File: config.mk
export PLATFORM = sky130hd
export DESIGN_NAME = qsn_snoop
export DESIGN_NICKNAME = d
export VERILOG_FILES = /design/src/rtl/qsn_pkg.sv /design/src/rtl/qsn_opdec.sv /design/src/rtl/qsn_lanes.sv /design/src/rtl/qsn_snoop.sv
export SDC_FILE = /design/constraint.sdc
export NUM_CORES = 1
export LEC_CHECK = 0
export BUFFER_PORTS_ARGS = -buffer_cell sky130_fd_sc_hd__buf_4
export CAP_MARGIN = 20
export CORE_MARGIN = 5
export CORE_UTILIZATION = 45
export DETAILED_ROUTE_END_ITERATION = 16
export GPL_TIMING_DRIVEN = 0
export PLACE_DENSITY = 0.76
export SLEW_MARGIN = 20
export SYNTH_ARGS = -nofsm -noshare
export SYNTH_HDL_FRONTEND = slang
export SYNTH_SLANG_ARGS = --single-unit
File: constraint.sdc
create_clock -name clk -period 3.7 [get_ports clk]
set_input_delay 0.74 -clock clk [delete_from_list [all_inputs] [get_ports clk]]
set_output_delay 0.74 -clock clk [all_outputs]
set_load 0.05 [all_outputs]
File: src/rtl/qsn_pkg.sv
package qsn_pkg;
   localparam int DMY_W = 3;

   typedef enum logic [2:0] {
      PH_OPCODE = 3'd0,
      PH_ADDR   = 3'd1,
      PH_DUMMY  = 3'd2,
      PH_DATA   = 3'd3,
      PH_PASS   = 3'd4
   } phase_e;

   typedef enum logic [1:0] {
      LN_X1 = 2'd0,
      LN_X2 = 2'd1,
      LN_X4 = 2'd2
   } lane_e;

   typedef enum logic [1:0] {
      SW_NONE  = 2'd0,
      SW_LATER = 2'd1,
      SW_NOW   = 2'd2
   } switch_e;

   typedef struct packed {
      logic             known;
      logic             four_byte;
      logic [DMY_W-1:0] dummies;
      switch_e          sw;
      lane_e            target;
   } op_attr_t;
endpackage

File: src/rtl/qsn_opdec.sv
module qsn_opdec
   import qsn_pkg::*;
#(
   parameter int ADDR_SHORT = 3,
   parameter int ADDR_LONG  = 4,
   parameter int LEN_W      = $clog2(ADDR_LONG + 1)
) (
   input  logic [7:0]       opcode_i,
   input  logic             ext_addr_i,
   output op_attr_t         attr_o,
   output logic [LEN_W-1:0] addr_len_o
);
   always_comb begin
      attr_o = '{known: 1'b1, four_byte: 1'b0, dummies: '0, sw: SW_NONE, target: LN_X1};
      case (opcode_i)
         8'h03: ;
         8'h13: attr_o.four_byte = 1'b1;
         8'h02: ;
         8'h12: attr_o.four_byte = 1'b1;
         8'h0B: attr_o.dummies = DMY_W'(1);
         8'h0C: begin attr_o.four_byte = 1'b1; attr_o.dummies = DMY_W'(2); end
         8'h3B: begin attr_o.dummies = DMY_W'(1); attr_o.sw = SW_LATER; attr_o.target = LN_X2; end
         8'h3C: begin attr_o.four_byte = 1'b1; attr_o.dummies = DMY_W'(1);
                      attr_o.sw = SW_LATER; attr_o.target = LN_X2; end
         8'h6B: begin attr_o.dummies = DMY_W'(1); attr_o.sw = SW_LATER; attr_o.target = LN_X4; end
         8'h6C: begin attr_o.four_byte = 1'b1; attr_o.dummies = DMY_W'(1);
                      attr_o.sw = SW_LATER; attr_o.target = LN_X4; end
         8'hA2: begin attr_o.sw = SW_LATER; attr_o.target = LN_X2; end
         8'h32: begin attr_o.sw = SW_LATER; attr_o.target = LN_X4; end
         8'h34: begin attr_o.four_byte = 1'b1; attr_o.sw = SW_LATER; attr_o.target = LN_X4; end
         8'hBB: begin attr_o.dummies = DMY_W'(2); attr_o.sw = SW_NOW; attr_o.target = LN_X2; end
         8'hBC: begin attr_o.four_byte = 1'b1; attr_o.dummies = DMY_W'(2);
                      attr_o.sw = SW_NOW; attr_o.target = LN_X2; end
         8'hEB: begin attr_o.dummies = DMY_W'(5); attr_o.sw = SW_NOW; attr_o.target = LN_X4; end
         8'hEC: begin attr_o.four_byte = 1'b1; attr_o.dummies = DMY_W'(5);
                      attr_o.sw = SW_NOW; attr_o.target = LN_X4; end
         default: attr_o.known = 1'b0;
      endcase
   end

   assign addr_len_o = (attr_o.four_byte || ext_addr_i) ? LEN_W'(ADDR_LONG) : LEN_W'(ADDR_SHORT);
endmodule

File: src/rtl/qsn_lanes.sv
module qsn_lanes
   import qsn_pkg::*;
#(
   parameter int CNT_W = 4
) (
   input  logic             clk,
   input  logic             rst_n,
   input  logic             clear_i,
   input  logic             step_i,
   input  logic             now_i,
   input  logic             arm_i,
   input  lane_e            tgt_i,
   input  logic [CNT_W-1:0] arm_cnt_i,
   output lane_e            lane_o
);
   lane_e            lane_q, next_q;
   logic [CNT_W-1:0] pend_q;

   always_ff @(posedge clk or negedge rst_n) begin
      if (!rst_n) begin
         lane_q <= LN_X1;
         next_q <= LN_X1;
         pend_q <= '0;
      end else if (clear_i) begin
         lane_q <= LN_X1;
         next_q <= LN_X1;
         pend_q <= '0;
      end else if (step_i) begin
         if (now_i) begin
            lane_q <= tgt_i;
         end else if (pend_q != '0) begin
            pend_q <= pend_q - CNT_W'(1);
            if (pend_q == CNT_W'(1)) lane_q <= next_q;
         end
         if (arm_i) begin
            pend_q <= arm_cnt_i;
            next_q <= tgt_i;
         end
      end
   end

   assign lane_o = lane_q;
endmodule

File: src/rtl/qsn_snoop.sv
module qsn_snoop
   import qsn_pkg::*;
#(
   parameter int BYTE_W     = 8,
   parameter int ADDR_SHORT = 3,
   parameter int ADDR_LONG  = 4,
   parameter int LEN_W      = $clog2(ADDR_LONG + 1),
   parameter int CYC_W      = $clog2(BYTE_W + 1)
) (
   input  logic              clk,
   input  logic              rst_n,
   input  logic              cs_idle_i,
   input  logic              byte_vld_i,
   input  logic [BYTE_W-1:0] byte_i,
   input  logic              ext_addr_i,
   output logic [2:0]        phase_o,
   output logic [2:0]        lanes_o,
   output logic              dummy_o,
   output logic [CYC_W-1:0]  cycles_o
);
   localparam int CNT_W = $clog2(ADDR_LONG + (1 << DMY_W));

   if (BYTE_W < 8 || (BYTE_W % 4) != 0) begin : g_bad_byte
      $error("qsn_snoop: BYTE_W must be at least 8 and a multiple of 4");
   end
   if (ADDR_SHORT < 1 || ADDR_LONG < ADDR_SHORT) begin : g_bad_addr
      $error("qsn_snoop: need 1 <= ADDR_SHORT <= ADDR_LONG");
   end

   phase_e           phase_q;
   logic [CNT_W-1:0] cnt_q;
   logic [DMY_W-1:0] dmy_q;
   op_attr_t         attr;
   logic [LEN_W-1:0] addr_len;
   lane_e            lane;
   logic             take, at_opcode;

   qsn_opdec #(.ADDR_SHORT(ADDR_SHORT), .ADDR_LONG(ADDR_LONG), .LEN_W(LEN_W)) u_dec (
      .opcode_i  (byte_i[7:0]),
      .ext_addr_i(ext_addr_i),
      .attr_o    (attr),
      .addr_len_o(addr_len)
   );

   assign take      = byte_vld_i && !cs_idle_i;
   assign at_opcode = take && (phase_q == PH_OPCODE) && attr.known;

   qsn_lanes #(.CNT_W(CNT_W)) u_lanes (
      .clk      (clk),
      .rst_n    (rst_n),
      .clear_i  (cs_idle_i),
      .step_i   (take),
      .now_i    (at_opcode && attr.sw == SW_NOW),
      .arm_i    (at_opcode && attr.sw == SW_LATER),
      .tgt_i    (attr.target),
      .arm_cnt_i(CNT_W'(addr_len) + CNT_W'(attr.dummies)),
      .lane_o   (lane)
   );

   always_ff @(posedge clk or negedge rst_n) begin
      if (!rst_n) begin
         phase_q <= PH_OPCODE;
         cnt_q   <= '0;
         dmy_q   <= '0;
      end else if (cs_idle_i) begin
         phase_q <= PH_OPCODE;
         cnt_q   <= '0;
         dmy_q   <= '0;
      end else if (byte_vld_i) begin
         case (phase_q)
            PH_OPCODE: begin
               if (attr.known) begin
                  phase_q <= PH_ADDR;
                  cnt_q   <= CNT_W'(addr_len);
                  dmy_q   <= attr.dummies;
               end else begin
                  phase_q <= PH_PASS;
               end
            end
            PH_ADDR: begin
               if (cnt_q == CNT_W'(1)) begin
                  phase_q <= (dmy_q == '0) ? PH_DATA : PH_DUMMY;
                  cnt_q   <= CNT_W'(dmy_q);
               end else begin
                  cnt_q <= cnt_q - CNT_W'(1);
               end
            end
            PH_DUMMY: begin
               if (cnt_q == CNT_W'(1)) phase_q <= PH_DATA;
               else cnt_q <= cnt_q - CNT_W'(1);
            end
            default: ;
         endcase
      end
   end

   assign phase_o  = phase_q;
   assign lanes_o  = 3'b001 << lane;
   assign dummy_o  = (phase_q == PH_DUMMY);
   assign cycles_o = CYC_W'(BYTE_W) >> lane;
endmodule

==> flow_metrics.tcl <==
set metrics [dict create \
    crit_required_ns 3.83 \
    cts_resized 0 \
    gp_congestion 0.868 \
    port_buffers 23 \
    async_flop_share_pct 100 \
    startpoint_type "primary input" \
    crit_type "primary input to flop" \
    postCtsSetupBuffers 0 \
    rows 22 \
    outcome "complete, no violations" \
    yosysSeqAreaShare_pct 26.7 \
    drtAntennaViolNets 0 \
    ir_drop_uv 226 \
    swShare_pct 35.0 \
    p_int_uw 427 \
    initial_core_util_pct 46.4 \
    drc 0 \
    cts_buffers 3 \
    cap_violations 0 \
    ys_ff_latch 18 \
    fmax_mhz 330 \
    antenna_found_initial 0 \
    cts.clk_slew.worst_paths_ns 0.07 \
    final.min_clock_period_ns 3.03 \
    stdcell_area_um2 1970 \
    syn-num-nets 223 \
    synth_area_um2 1690 \
    cts_root_buf "clkbuf_8" \
    post-route-period-util_pct 82.0 \
    synthFlopType "dfrtp_1" \
    dp_hpwl_mm 3.08 \
    placed_area_um2 1920 \
    vias_per_cell 5.59 \
    firstDrtPassIters 4 \
    fill_cells 362 \
    drv_slew 0 \
    cts_sinks 18 \
    finalHoldViolCount 0 \
    finalSetupTns_ns 0 \
    ys_types 54 \
    syn_to_final_growth_pct 17.1 \
    synth_edf_count 0 \
    multi_input_area_um2 1150 \
    placed_cells 275 \
    drive_gt1_share_pct 20.8 \
    fin_cells 279 \
    critPathCaptureType "flop" \
    cts_tree "done" \
    worstMarginPinSlew_ns 0.765 \
    rsz0062_at_grt "false" \
    setup_violations 0 \
    grt-ovfl-total 0 \
    p_clk_share_pct 24.6 \
    drt_wl_total_mm 3.96 \
    grt_max_degree 19 \
    cp_max_fo 10 \
    drtIter0Drc 124 \
    first_global_vias 1498 \
    maxSlewHeadroom_pct 48.6 \
    power.leakage_uw 0.000850 \
    combPwrFrac_pct 39.7 \
    grt_usage_pct 15.8 \
    final_nets 251 \
    clock_latency_ns 0.25 \
    yosysWarnings 0 \
    coreArea_um2 3630 \
    seqCellArea_um2 450 \
    routed_wire_length_per_instance_um 14.2 \
    grt_pass1_wl_mm 6.76 \
    clk_path_buf_depth 2 \
    die_w_um 71.2 \
    postCtsHoldBufs 0 \
    finClkSkew_ns 0.00444 \
    seqPwrFrac_pct 35.7 \
    htreeDepth 1 \
    switchingPower_uw 230 \
    syn_avg_cell_area_um2 8.27 \
    hold_class "primary input to asynchronous set/reset pin" \
    worstPathArrival_ns 3.16 \
    antenna_cells 0 \
    vias 1561 \
    postSynthCellCount 204 \
    ios 24 \
    dieArea_um2 5070 \
    power.density_nw_per_um2 333 \
    die_height_um 71.2 \
]
-- layer usage --
metal / vias up / global-route usage, % / share of wire (%)
met1: 718 / 21.0 / 46
met4: 0 / 1.25 / 0.43
met3: 2 / 2.66 / 5.3
met2: 47 / 28.1 / 49
met5: - / 0 / 0
li1: 794 / - / -
-- area by class of cell --
| cell class | instances | area share (%) |
|---|---|---|
| timing repair buffer | 23 | 8.75 |
| clock buffer | 4 | 2.79 |
| multi-input combinational | 166 | 58.0 |
| inverter | 9 | 1.71 |
| tap | 48 | 3.04 |
| sequential | 18 | 22.8 |
| buffer | 11 | 2.85 |
-- placed cells by master, fill, tap and decap left out, drive strengths merged, types with 5 or more instances in the layout --
cell	instances
mux2i	5
clkbuf	9
nor2	16
nand2b	6
nor3	6
nand2	17
o21ai	13
inv	9
a211oi	5
nor2b	10
dfrtp	18
buf	29
a21oi	14
ha	5
-- kinds of logic (layout without fill, tap and decap cells) --
family                   Yosys count  after routing  synth area share, %
AND/OR/NAND/NOR                   89             89                 29.7
AO/OA/AOI/OAI                     58             58                 26.2
flip-flops                        18             18                 26.7
multiplexers                       5              5                 2.97
buffers and inverters             20             47                 5.34
adder cells (fa/ha/maj)            7              7                 5.49
XOR/XNOR                           7              7                 3.64
-- metrics by stage --
| step | setup WS (ns) | hold slack [ns] | total power, uW | util (%) |
|---|---|---|---|---|
| 2_1_floorplan | 0.818 | 0.444 | 436 | - |
| 4_1_cts | 0.677 | 0.350 | 660 | 54.3 |
| 5_1_grt | 0.463 | 0.357 | 705 | 54.3 |
| 6_report | 0.667 | 0.346 | 657 | 54.3 |
| 3_5_place_dp | 0.427 | 0.522 | 495 | 52.8 |
| 3_3_place_gp | 0.444 | 0.509 | 492 | 52.8 |
-- cell usage after synthesis (all sizes together) (2+ instances only) --
master | count | area share, %
nand3b | 3 | 1.3
nand3 | 4 | 1.2
inv | 9 | 2.0
xor2 | 4 | 2.1
a31o | 3 | 1.6
a211oi | 5 | 3.3
o21ai | 13 | 3.9
ha | 5 | 3.7
o211a | 2 | 1.2
xnor2 | 3 | 1.6
or4 | 3 | 1.3
a31oi | 2 | 0.74
dfrtp | 18 | 27
nor2 | 16 | 3.6
nand2 | 17 | 3.8
o41ai | 2 | 1.0
a21oi | 14 | 4.8
mux2i | 5 | 3.0
or3b | 3 | 1.7
or3 | 4 | 1.5
nor4 | 2 | 0.74
a32oi | 3 | 1.6
or2 | 3 | 1.1
buf | 6 | 2.2
nor3b | 3 | 1.3
nor2b | 10 | 3.7
a21o | 3 | 1.3
nor3 | 6 | 1.8
o21bai | 2 | 0.89
clkbuf | 5 | 1.1
and2 | 4 | 1.6
nand2b | 6 | 2.2
-- state kept, by name, indices dropped and copies added (netlist names) --
| signal | count |
|---|---|
| cnt_q | 4 |
| u_lanes.pend_q | 4 |
| dmy_q | 3 |
| phase_o | 3 |
| u_lanes.lane_o | 2 |
| u_lanes.next_q | 2 |
-- worst paths after layout --
path	cells after the start	end	slack, ns	start
worst max-delay path	10	u_lanes.pend_q[1]$_DFFE_PN0P_	0.67	byte_i[5]
worst min-delay path	1	phase_o[1]$_DFFE_PN0P_	0.35	rst_n
worst max register to register	8	cnt_q[1]$_DFFE_PN0P_	1.49	cnt_q[1]$_DFFE_PN0P_
worst min register to register	1	cnt_q[3]$_DFFE_PN0P_	0.54	cnt_q[3]$_DFFE_PN0P_
max in group asynchronous	1	u_lanes.pend_q[1]$_DFFE_PN0P_	3.16	rst_n
min in group clk	1	cnt_q[3]$_DFFE_PN0P_	0.54	cnt_q[3]$_DFFE_PN0P_
-- critical path, cell delays in order --
cell and delay, ns:
buf_4 0.13, buf_2 0.17, nor4bb_1 0.14, o211a_1 0.25, nor3_1 0.60, ha_1 0.28
fa_1 0.41, a211oi_1 0.22, a31o_2 0.15, o32ai_2 0.07
-- power groups by stage --
stage	clock, uW	sequential [uW]	combinational [uW]
2_1_floorplan	0	240	196
3_3_place_gp	0	238	255
3_5_place_dp	0	238	257
4_1_cts	166	234	260
5_1_grt	176	238	292
6_report	161	234	261
Note: power is estimated with default switching activity, not from simulation.
